===== config.mk =====
export PLATFORM = sky130hd
export DESIGN_NAME = prog_irq_ctrl
export DESIGN_NICKNAME = d
export VERILOG_FILES = /design/src/rtl/irq_pkg.sv /design/src/rtl/irq_sync.sv /design/src/rtl/irq_ext_cond.sv /design/src/rtl/irq_prio.sv /design/src/rtl/prog_irq_ctrl.sv
export SDC_FILE = /design/constraint.sdc
export NUM_CORES = 1
export LEC_CHECK = 0
export ABC_CLOCK_PERIOD_IN_PS = 1600
export BUFFER_PORTS_ARGS = -buffer_cell sky130_fd_sc_hd__buf_2
export CORE_MARGIN = 2
export CORE_UTILIZATION = 47
export CTS_CLUSTER_SIZE = 40
export DETAILED_ROUTE_END_ITERATION = 12
export HOLD_SLACK_MARGIN = 0.12
export PLACE_DENSITY = 0.85
export SYNTH_ARGS = -nofsm -noshare
export SYNTH_HDL_FRONTEND = slang
export SYNTH_SLANG_ARGS = --single-unit

===== constraint.sdc =====
create_clock -name clk -period 1.6 [get_ports clk]
set_clock_uncertainty 0.2 [all_clocks]
set_input_delay 0.32 -clock clk [delete_from_list [all_inputs] [get_ports clk]]
set_output_delay 0.32 -clock clk [all_outputs]
set_load 0.05 [all_outputs]

===== src/rtl/irq_pkg.sv =====
package irq_pkg;

    typedef enum logic [1:0] {
        TRIG_HIGH = 2'b00,
        TRIG_LOW  = 2'b01,
        TRIG_RISE = 2'b10,
        TRIG_FALL = 2'b11
    } trig_e;

    localparam logic [1:0] ADDR_EN   = 2'd0;
    localparam logic [1:0] ADDR_MODE = 2'd1;
    localparam logic [1:0] ADDR_PEND = 2'd2;

endpackage


===== src/rtl/irq_sync.sv =====
module irq_sync #(
    parameter int W      = 1,
    parameter int STAGES = 2
) (
    input  logic         clk,
    input  logic         rst_n,
    input  logic [W-1:0] d,
    output logic [W-1:0] q
);

    logic [W-1:0] st_d [STAGES];
    logic [W-1:0] st_q [STAGES];

    always_comb begin
        st_d[0] = d;
        for (int k = 1; k < STAGES; k++) begin
            st_d[k] = st_q[k-1];
        end
    end

    always_ff @(posedge clk or negedge rst_n) begin
        if (!rst_n) begin
            for (int k = 0; k < STAGES; k++) st_q[k] <= '0;
        end else begin
            for (int k = 0; k < STAGES; k++) st_q[k] <= st_d[k];
        end
    end

    assign q = st_q[STAGES-1];

endmodule


===== src/rtl/irq_ext_cond.sv =====
module irq_ext_cond
    import irq_pkg::*;
(
    input  logic  clk,
    input  logic  rst_n,
    input  logic  sync_in,
    input  trig_e mode,
    input  logic  clr,
    output logic  pend
);

    typedef struct packed {
        logic prev;
        logic latch;
    } cond_t;

    cond_t st_d, st_q;
    logic  edge_mode;
    logic  event_hit;

    always_comb begin
        edge_mode = mode[1];
        event_hit = 1'b0;
        if (mode == TRIG_RISE) event_hit = sync_in & ~st_q.prev;
        if (mode == TRIG_FALL) event_hit = ~sync_in & st_q.prev;

        st_d      = st_q;
        st_d.prev = sync_in;
        if (!edge_mode) st_d.latch = 1'b0;
        else            st_d.latch = event_hit | (st_q.latch & ~clr);

        if (edge_mode)               pend = st_q.latch;
        else if (mode == TRIG_HIGH)  pend = sync_in;
        else                         pend = ~sync_in;
    end

    always_ff @(posedge clk or negedge rst_n) begin
        if (!rst_n) st_q <= '0;
        else        st_q <= st_d;
    end

    // a detected transition in edge mode is latched on the next edge
    a_r4_event_latched: assert property (@(posedge clk) disable iff (!rst_n)
        event_hit |=> st_q.latch);

    // a latched event survives unless a clear is written
    a_r5_latch_holds: assert property (@(posedge clk) disable iff (!rst_n)
        (st_q.latch && edge_mode && !clr) |=> st_q.latch);

    // level mode discards any latched event
    a_r10_level_drops: assert property (@(posedge clk) disable iff (!rst_n)
        !edge_mode |=> !st_q.latch);

endmodule


===== src/rtl/irq_prio.sv =====
module irq_prio #(
    parameter int N  = 16,
    localparam int VW = $clog2(N)
) (
    input  logic [N-1:0]  req,
    output logic          any,
    output logic [VW-1:0] idx
);

    always_comb begin
        any = |req;
        idx = '0;
        for (int i = N - 1; i >= 0; i--) begin
            if (req[i]) idx = VW'(i);
        end
    end

endmodule


===== src/rtl/prog_irq_ctrl.sv =====
module prog_irq_ctrl
    import irq_pkg::*;
#(
    parameter int NUM_SRC     = 16,
    parameter int NUM_EXT     = 4,
    parameter int SYNC_STAGES = 2,
    localparam int NUM_INT    = NUM_SRC - NUM_EXT,
    localparam int VW         = $clog2(NUM_SRC)
) (
    input  logic               clk,
    input  logic               rst_n,
    input  logic [NUM_EXT-1:0] ext_irq,
    input  logic [NUM_INT-1:0] int_irq,
    input  logic               nmi_in,
    input  logic               nmi_ack,
    input  logic               reg_we,
    input  logic [1:0]         reg_addr,
    input  logic [NUM_SRC-1:0] reg_wdata,
    output logic [NUM_SRC-1:0] reg_rdata,
    output logic               irq_req,
    output logic [VW-1:0]      irq_vec,
    output logic               nmi_req
);

    typedef struct packed {
        logic [NUM_SRC-1:0]        en;
        trig_e [NUM_EXT-1:0]       mode;
        logic                      nmi_prev;
        logic                      nmi_pend;
    } regs_t;

    regs_t regs_d, regs_q;

    logic [NUM_EXT:0]   sync_q;
    logic [NUM_EXT-1:0] ext_s;
    logic               nmi_s;
    logic [NUM_EXT-1:0] ext_pend;
    logic [NUM_EXT-1:0] ext_clr;
    logic [NUM_SRC-1:0] pend_vec;
    logic [NUM_SRC-1:0] masked;
    logic               any_masked;
    logic [VW-1:0]      win_idx;
    logic               nmi_rise;

    irq_sync #(.W(NUM_EXT + 1), .STAGES(SYNC_STAGES)) sync_i (
        .clk   (clk),
        .rst_n (rst_n),
        .d     ({nmi_in, ext_irq}),
        .q     (sync_q)
    );

    assign ext_s = sync_q[NUM_EXT-1:0];
    assign nmi_s = sync_q[NUM_EXT];

    for (genvar e = 0; e < NUM_EXT; e++) begin : g_ext
        assign ext_clr[e] = reg_we && (reg_addr == ADDR_PEND) && reg_wdata[e];
        irq_ext_cond cond_i (
            .clk     (clk),
            .rst_n   (rst_n),
            .sync_in (ext_s[e]),
            .mode    (regs_q.mode[e]),
            .clr     (ext_clr[e]),
            .pend    (ext_pend[e])
        );
    end

    assign pend_vec = {int_irq, ext_pend};
    assign masked   = pend_vec & regs_q.en;

    irq_prio #(.N(NUM_SRC)) prio_i (
        .req (masked),
        .any (any_masked),
        .idx (win_idx)
    );

    always_comb begin
        regs_d   = regs_q;
        nmi_rise = nmi_s & ~regs_q.nmi_prev;

        regs_d.nmi_prev = nmi_s;
        regs_d.nmi_pend = nmi_rise | (regs_q.nmi_pend & ~nmi_ack);

        if (reg_we && reg_addr == ADDR_EN) regs_d.en = reg_wdata;
        if (reg_we && reg_addr == ADDR_MODE) begin
            for (int e = 0; e < NUM_EXT; e++) begin
                regs_d.mode[e] = trig_e'(reg_wdata[2*e +: 2]);
            end
        end

        case (reg_addr)
            ADDR_EN:   reg_rdata = regs_q.en;
            ADDR_MODE: reg_rdata = NUM_SRC'(regs_q.mode);
            ADDR_PEND: reg_rdata = pend_vec;
            default:   reg_rdata = '0;
        endcase

        irq_req = any_masked & ~regs_q.nmi_pend;
        irq_vec = win_idx;
        nmi_req = regs_q.nmi_pend;
    end

    always_ff @(posedge clk or negedge rst_n) begin
        if (!rst_n) regs_q <= '0;
        else        regs_q <= regs_d;
    end

    // the reported source is pending, enabled, and no lower one qualifies
    a_r7_lowest_wins: assert property (@(posedge clk) disable iff (!rst_n)
        irq_req |-> (masked[irq_vec] &&
                     ((masked & ~({NUM_SRC{1'b1}} << irq_vec)) == '0)));

    // a request only ever names an enabled source
    a_r6_enabled_only: assert property (@(posedge clk) disable iff (!rst_n)
        irq_req |-> regs_q.en[irq_vec]);

    // the non-maskable event suppresses the maskable request
    a_r8_nmi_excludes: assert property (@(posedge clk) disable iff (!rst_n)
        nmi_req |-> !irq_req);

    // the non-maskable request stays up until acknowledged
    a_r8_nmi_holds: assert property (@(posedge clk) disable iff (!rst_n)
        (nmi_req && !nmi_ack) |=> nmi_req);

    // an acknowledge with no new edge drops the request
    a_r8_ack_drops: assert property (@(posedge clk) disable iff (!rst_n)
        (nmi_req && nmi_ack && !nmi_rise) |=> !nmi_req);

endmodule


After elaboration in Yosys (flattened, before gate mapping)
Index checks and enable logic that the tools add are counted.
W data, S select, Z words.
Storage, ports and cells
  bits in registers: 44
  input bits: 39
  output and inout bits: 22
  word-level logic and storage cells: 113
Operators by class
  reduce and logical (&&, ||, !) cells: 13
  bitwise operators: 36
  multiplexer cells: 37
  equal/unequal tests: 10
Operators with widths (count)
  $mux W4: 16
  $pmux W16 S3: 1
  $mux W1: 20
  $eq A2 B2 Y1 const B: 9
  $and A16 B16 Y16: 1
  $reduce_or A16 Y1: 1
  $and A1 B1 Y1: 15
  $not A1 Y1: 15
  $logic_not A2 Y1: 5
  $logic_and A1 B1 Y1: 7
  $or A1 B1 Y1: 5
  $eq A2 B1 Y1 const B: 1

Depth between registers and ports, before layout
Gate-level depths: netlist (run 1).
  depth after elaboration: 20
  depth in mapped cells: 6

By module
Synthesis (run 1) repeated with hierarchy kept, for this count alone.
Second synthesis, totals
  cell total of the unflattened synthesis: 192
  area total of the unflattened synthesis: 2222.1 um^2
Modules (own cells, without submodules)
  prog_irq_ctrl: cells each 116, instances 1, area each 1415.1 um^2
  irq_ext_cond: cells each 8, instances 4, area each 95.1 um^2
  irq_sync: cells each 10, instances 1, area each 250.2 um^2
  irq_prio: cells each 34, instances 1, area each 176.4 um^2

Least setup slack after synthesis (run 1)
No wires, ideal clock.
  kind: register to output
  start point: reg regs_q[6]
  end point: out irq_vec[3]
  data arrival time: 2.072 ns
  cell stages (with the launch flop): 5
  setup slack: -0.992 ns
  cell sequence: dfrtp_1 -> xor2_1 -> o211ai_1 -> nand4_1 -> nor3_1
On the way
  longest elaborated chain between the ends: 7
RTL lines
  start, declared: RTL line prog_irq_ctrl.sv:32  | regs_t regs_d, regs_q;
  start signal, assigned: RTL line prog_irq_ctrl.sv:104  | else regs_q <= regs_d;
  $logic_not A2 Y1: RTL line irq_ext_cond.sv:33  | else if (mode == TRIG_HIGH) pend = sync_in;
  $mux W1: RTL line irq_ext_cond.sv:33
  $mux W1: RTL line irq_ext_cond.sv:32  | if (edge_mode) pend = st_q.latch;
  $and A16 B16 Y16: RTL line prog_irq_ctrl.sv:68  | assign masked = pend_vec & regs_q.en;
  $mux W4 (3 in series): RTL line irq_prio.sv:14  | if (req[i]) idx = VW'(i);
  end, declared: RTL line prog_irq_ctrl.sv:21  | output logic [VW-1:0] irq_vec,
Every way passes these cells.

Worst setup path after layout (run 1)
  start point: reg sync_i.st_q, in the netlist sync_i.q[0]
  end point: out irq_vec[2]
On the way
  longest elaborated chain between the ends: 5
RTL lines
  start, declared: RTL line irq_sync.sv:12  | logic [W-1:0] st_q [STAGES];
  $not A1 Y1: RTL line irq_ext_cond.sv:34  | else pend = ~sync_in;
  $mux W1 *: RTL line irq_ext_cond.sv:33
  $mux W1 *: RTL line irq_ext_cond.sv:32
  $and A16 B16 Y16 *: RTL line prog_irq_ctrl.sv:68
  $mux W4 *: RTL line irq_prio.sv:14
Mark *: on every way between the ends. The rest lies on a longest branch, timed or not.

==> impl_metrics.py, run 1 <==
metrics = {
    "outcome": {
        "status": "finished, violations left",
        "violations": "negative setup slack",
    },
    "clocking": {
        "cts_buffer_depth": 2,
        "cts_root_buffer": "clkbuf_8",
        "htreeDepth": 2,
        "cts_num_sinks": 44,
        "clk_pin_slew_ns": 0.08,
        "cts_tree": "built",
        "insertion_delay_ns": 0.30,
        "cts_buffers": 5,
    },
    "yosys": {
        "ys_ff_latch": 44,
        "synthCells": 193,
        "synth-warning-count": 0,
        "synth_nets": 232,
        "ys_seq_area_share_pct": 49.6,
        "syn-cell-area_um2": 2220,
        "ys_types": 32,
        "avgSynthCellArea_um2": 11.5,
    },
    "critical_path": {
        "crit_family": "flip-flops",
        "critPathKind": "reg2out",
        "slowest_delay_ns": 0.39,
        "cp-end-kind": "output port",
        "path_buf_inv": 2,
        "slowest_stage": "dfrtp_1",
        "cp.arrival_ns": 1.89,
        "worstPathMaxFanout": 2,
        "cp.required_ns": 1.08,
        "crit_chain": "xor2_1 > o211ai_1 > nand4_1 > buf_4 > nor2_2 > buf_6",
        "cp-start-kind": "flop",
    },
    "job": {
        "cap_viol_max_count": 0,
    },
    "placed_design": {
        "dpl_cell_area_um2": 3050,
        "port_buffers": 60,
        "gp_congestion": 0.820,
        "dpl.hpwl_um": 4300,
        "pre_cts_ws_ns": -0.556,
    },
    "global_routing": {
        "grt_pass1_vias": 2320,
        "grt_max_degree": 45,
        "grt_use_total_pct": 27.6,
        "met2_usage_pct": 47.3,
        "top_usage_layer": "met2",
        "met3_usage_pct": 5.80,
        "grt_pass1_wl_um": 11100,
        "grt_overflow": 0,
        "met1_usage_pct": 33.8,
        "antenna_found_initial": 0,
    },
    "drt": {
        "first_pass_iters": 4,
        "drc": 0,
        "antenna_left": 0,
        "wl_um": 7360,
        "first_iter_violations": 157,
        "routedWlPerCell_um": 18.7,
        "vias_per_cell": 5.76,
        "vias": 2262,
    },
    "timing": {
        "fin_ws_ns": -0.805,
        "hold_viol": 0,
        "period_share_pct": 150,
        "fin_crit_ns": 2.41,
        "rsz0062_at_grt": "yes",
        "setup_violations": 21,
        "worst_slew_pin_slew_ns": 0.336,
        "drv_slew": 0,
        "relSlewSlack_pct": 77.6,
        "max_freq_mhz": 416,
    },
    "floorplanning": {
        "die_w_um": 72.7,
        "fp-row-count": 24,
        "core_area_um2": 4440,
        "die_area_um2": 5290,
        "ios": 61,
        "start_util_pct": 49.9,
        "fp.dieH_um": 72.7,
    },
    "cells_and_area": {
        "nFillCells": 218,
        "regArea_um2": 1100,
        "design_area_um2": 3710,
        "layout.nets": 379,
        "antenna_cells": 0,
        "synthToLayoutAreaGrowth_pct": 67.4,
        "drive_gt1_share_pct": 55.7,
        "final_util_pct": 83.6,
        "multiInputGateArea_um2": 1220,
    },
    "worst_hold_path": {
        "holdCritPathClass": "reg2reg",
    },
    "pwr": {
        "total_leakage_power_nw": 1.72,
        "peakVddDrop_mv": 0.866,
        "power_density_nw_per_um2": 1100,
    },
}
==> routing by layer <==
metal | vias up | part of all wire [%]
met5 | - | 0
met2 | 130 | 52
met3 | 38 | 7.2
met4 | 0 | 4.3
met1 | 1096 | 37
li1 | 998 | -
==> cells in the final DEF (no fill, tap or decap), types with 2 or more instances in the layout <==
cell / n
a21oi_1: 5
a221oi_1: 2
a22o_1: 3
a22oi_2: 2
a31oi_2: 2
a32oi_1: 2
buf_12: 3
buf_2: 39
buf_4: 47
buf_6: 34
clkbuf_8: 5
dfrtp_1: 43
dlygate4sd3_1: 23
inv_1: 3
mux2_2: 14
mux2_4: 10
mux2i_1: 7
mux2i_2: 7
mux2i_4: 2
nand2_1: 15
nand2_2: 2
nand2b_1: 4
nand3_1: 5
nor2_1: 3
nor2_2: 8
nor2_4: 2
nor2b_1: 6
nor3b_1: 2
o211ai_1: 7
o21ai_0: 3
o21ai_1: 8
xor2_1: 3
==> cells in the mapped netlist <==
cell type  number  share of area, %
nand2_1        17               2.9
a22o_1          3               1.2
buf_8           1              0.68
nand3_1         5               1.1
a31oi_1         2              0.56
a221oi_1        2              0.79
o211ai_2        1              0.56
a32oi_1         2              0.79
buf_2           2              0.45
o21ai_0        13               2.9
a221o_1         1              0.45
o22ai_1         1              0.28
nor2_1         13               2.2
nor3b_4         1              0.85
inv_1           3              0.51
a222oi_1        1              0.45
mux2_2         14               7.1
xor2_1          4               1.6
a21oi_1         7               1.6
nor2b_1         7               2.0
nand2b_1        4               1.1
nor3b_1         2              0.68
nand3b_1        1              0.34
clkbuf_1        1              0.17
nor3_1          2              0.45
nand4_1         1              0.28
mux2_4         10               6.8
buf_6           2               1.0
o211ai_1        7               2.4
a22oi_1         3               1.0
dfrtp_1        44                50
mux2i_1        16               7.2
==> area by class of cell <==
cell class                 instances  area share [%]
clock inverter                     2           0.438
clock buffer                       6            1.95
multi-input combinational        140            33.0
timing repair buffer             146            32.9
tap                               52            1.75
inverter                           3           0.303
sequential                        44            29.7
==> flip-flops by register name, indices dropped and copies added, names as in the netlist <==
register           flops
regs_q                25
g_ext.cond_i.st_q      8
sync_i.q               5
sync_i.st_d            5
nmi_req                1
==> where the power goes <==
group          total, mW  internal, mW  switching, mW  leakage (nW)
Sequential          1.42          1.27          0.150         0.523
Clock              0.698         0.311          0.388        0.0414
Combinational       1.96         0.949           1.01          1.15
==> final timing paths <==
check | start | to | slack (ns) | depth (start not counted)
min | sync_i.st_d[4] | sync_i.q[4] | 0.15 | 0
min in group asynchronous | rst_n | sync_i.st_d[1] | 0.33 | 3
max reg2reg | sync_i.q[3] | g_ext[3].cond_i.st_q[0] | 0.07 | 5
max | sync_i.q[0] | irq_vec[2] | -0.81 | 6
min reg2reg | sync_i.st_d[4] | sync_i.q[4] | 0.15 | 0
max in group asynchronous | rst_n | regs_q[15] | 0.65 | 3
==> logic make-up after synthesis <==
group / Yosys count / synth area share [%]
XOR/XNOR: 4 / 1.58
AND/OR/NAND/NOR: 53 / 11.9
AO/OA/AOI/OAI: 43 / 13.0
buffers and inverters: 9 / 2.82
multiplexers: 40 / 21.1
flip-flops: 44 / 49.6
==> worst reg2reg max path, cell delays in order, from the launching register on <==
cell and delay [ns]:
dfrtp_1 0.40, buf_4 0.14, buf_4 0.14, o21ai_0 0.29
a21oi_1 0.11, nor2b_1 0.18
==> metrics by stage <==
step                total power, mW  hold WS, ns  TNS [ns]  instances
global placement               2.90        0.111     -6.10        351
global route                   4.26        0.163     -7.96        393
floorplan                      2.36       -0.176     -4.36        193
finish                         4.08        0.154     -6.63        393
CTS                            3.92        0.157     -6.37        386
detailed placement             2.95        0.117     -6.92        351
==> what timing repair did <==
item / 4_1_cts / 5_1_grt
setup buffers: 6 / 9
hold endpoints to repair: 74 / 0
pin swaps: 12 / 9
setup endpoints to repair: 21 / 21
hold buffers: 23 / 0
resized for setup: 60 / 18
Note: power is estimated with default switching activity, not from simulation.
==> run 2: changes to the inputs <==
- SYNTH_HIERARCHICAL: unset -> 1
==> run 2 against run 1 <==
  * The flow still finishes with violations (negative setup slack)
  * Critical path depth unchanged
  * Cell count increased by 1.0%
  * Sequential power about the same
  * Worst setup slack got worse by 0.15 ns
  * Global-route usage increased by 3.3 points
  * Wire length increased by 15%
  * Via count decreased by 0.53%
  * Critical endpoint unchanged
  * Largest cell class unchanged
  * Highest routed layer unchanged
==> impl_metrics.py, run 2 <==
metrics = {
    "critical_path": {
        "cp-end-kind": "output port",
        "cp.arrival_ns": 2.03,
        "cp.required_ns": 1.08,
        "critPathKind": "reg2out",
        "cp-start-kind": "flop",
        "worstPathMaxFanout": 4,
    },
    "placed_design": {
        "dpl.hpwl_um": 4220,
        "pre_cts_ws_ns": -0.631,
        "dp_cells": 357,
        "port_buffers": 60,
        "gp_congestion": 0.810,
    },
    "clocking": {
        "clk_pin_slew_ns": 0.09,
        "cts_buffers": 5,
        "cts_num_sinks": 44,
        "htreeDepth": 2,
        "cts_tree": "built",
        "cts_root_buffer": "clkbuf_8",
        "cts_buffer_depth": 2,
        "insertion_delay_ns": 0.30,
    },
    "outcome": {
        "status": "finished, violations left",
        "violations": "negative setup slack",
    },
    "yosys": {
        "avgSynthCellArea_um2": 11.6,
        "synth.most_common_cell": "dfrtp_1",
        "synth-warning-count": 6,
        "synth_nets": 231,
        "synth_edf_count": 0,
        "ys_types": 35,
        "syn-cell-area_um2": 2220,
        "postSynth.asyncResetShare_pct": 100,
        "ys_seq_area_share_pct": 49.5,
        "ys_ff_latch": 44,
        "synthCells": 192,
        "synth_top_cell_area_share_pct": 49.5,
        "synthTopCellsByArea": "dfrtp_1 50%, mux2_2 12%, mux2i_1 7.2%, and2_1 5.6%, o2bb2ai_1 3.2%",
        "synth_largest_area_cell": "dfrtp_1",
        "synth-main-ff-cell": "dfrtp_1",
        "synth_common_cells": "44 x dfrtp_1, 24 x mux2_2, 20 x and2_1",
    },
    "drt": {
        "antenna_left": 0,
        "vias": 2250,
        "wl_um": 8460,
        "first_pass_iters": 4,
        "first_iter_violations": 134,
        "drc": 0,
        "routedWlPerCell_um": 21.3,
        "vias_per_cell": 5.67,
    },
    "cells_and_area": {
        "finalNonFillerCells": 397,
        "layout_commonest_cell": "buf_4",
        "largest_reg_flops": 25,
        "antenna_cells": 0,
        "synthToLayoutAreaGrowth_pct": 79.3,
        "regMostFlops": "regs_q",
        "nFillCells": 213,
        "reg_top3": "regs_q (25), g_ext.cond_i/st_q (8)",
        "drive_gt1_share_pct": 59.8,
        "layout.nets": 381,
        "layout_common_cells": "56 x buf_4, 44 x dfrtp_1, 38 x buf_2",
    },
    "timing": {
        "max_freq_mhz": 392,
        "period_share_pct": 159,
        "rsz0062_at_grt": "yes",
        "relSlewSlack_pct": 76.3,
        "fin_ws_ns": -0.952,
        "setup_violations": 21,
        "worst_slew_pin_slew_ns": 0.352,
        "fin_crit_ns": 2.55,
        "hold_viol": 0,
        "drv_slew": 0,
    },
    "floorplanning": {
        "start_util_pct": 48.0,
        "fp.dieH_um": 72.8,
        "ios": 61,
        "die_area_um2": 5290,
        "fp-row-count": 25,
        "die_w_um": 72.8,
        "core_area_um2": 4630,
    },
    "global_routing": {
        "grt_use_total_pct": 30.9,
        "grt_overflow": 0,
        "grt_pass1_wl_um": 12100,
        "grt_max_degree": 45,
        "grt_pass1_vias": 2409,
        "antenna_found_initial": 0,
    },
    "pwr": {
        "power_density_nw_per_um2": 1100,
        "peakVddDrop_mv": 0.830,
        "total_leakage_power_nw": 1.78,
        "power_mw": 4.39,
    },
    "worst_hold_path": {
        "holdCritPathClass": "reg2reg",
    },
    "job": {
        "cap_viol_max_count": 0,
    },
}
==> run 2: critical path: stages, from the launching register on <==
cell and delay [ns]:
dfrtp_1 0.42, and2_1 0.24, buf_4 0.16, nor4_4 0.21, o21ai_0 0.23, and3_2 0.27, buf_4 0.19
==> run 2: layer usage <==
metal | vias up | track usage, % | part of all wire (%)
met5 | - | 0 | 0
met4 | 0 | 16.5 | 4.0
met3 | 31 | 6.91 | 4.5
met2 | 107 | 52.9 | 52
met1 | 1120 | 36.1 | 40
li1 | 992 | - | -
==> run 2: path summary, 6_finish.rpt <==
| path | start | slack, ns | depth (start not counted) | end |
|---|---|---|---|---|
| setup / recovery | regs_q[22] | -0.95 | 6 | irq_vec[2] |
| hold / removal | sync_i/st_d[2] | 0.16 | 0 | sync_i/q[2] |
| setup reg to reg | regs_q[18] | 0.32 | 3 | regs_q[18] |
| hold reg to reg | sync_i/st_d[2] | 0.16 | 0 | sync_i/q[2] |
| max in group asynchronous | rst_n | 0.65 | 3 | g_ext[3].cond_i/st_q[0] |
| min in group asynchronous | rst_n | 0.32 | 3 | regs_q[21] |
==> run 2: kinds of logic (layout without fill, tap and decap cells) <==
kind of cell	count (synthesis)	in the layout	share of synthesized area (%)
simple gates	66	66	18.2
flops	44	44	49.5
mux	40	40	19.4
compound gates	27	27	8.45
buf+inv	11	162	2.82
xor+xnor	4	4	1.58
==> run 2: metrics by stage <==
| stage | util (%) | area, um2 | setup TNS, ns | hold WS [ns] |
|---|---|---|---|---|
| after floorplan | - | 2460 | -2.67 | -0.176 |
| after global placement | 69.9 | 3240 | -5.82 | 0.112 |
| after detailed placement | 69.9 | 3240 | -6.83 | 0.116 |
| after CTS | 83.9 | 3880 | -6.80 | 0.158 |
| after global routing | 86.1 | 3990 | -8.77 | 0.171 |
| final | 86.1 | 3990 | -7.67 | 0.158 |
==> run 2: repair_timing <==
action	CTS	global route
resized for setup	69	16
setup buffers	6	4
pin swaps	9	4
endpoints found under the hold margin	74	0
hold buffers	23	0
setup endpoints to repair	21	21
gates cloned	1	0
==> run 2: power breakdown <==
part	switching [mW]	leakage, nW	internal [mW]	total (mW)
clock network	0.410	0.0516	0.354	0.764
registers	0.151	0.524	1.27	1.42
logic	1.15	1.21	1.06	2.20
total	1.71	1.78	2.68	4.39
==> run 2: layout make-up <==
class / instances / area [um2] / share of cell area [%]
flip-flops and latches: 44 / 1100 / 27.6
repair buffers: 149 / 1250 / 31.5
clock buffers: 6 / 82.6 / 2.07
clock inverters: 2 / 13.8 / 0.345
well taps: 54 / 67.6 / 1.70
inverters: 5 / 18.8 / 0.471
multi-input cells: 137 / 1450 / 36.3
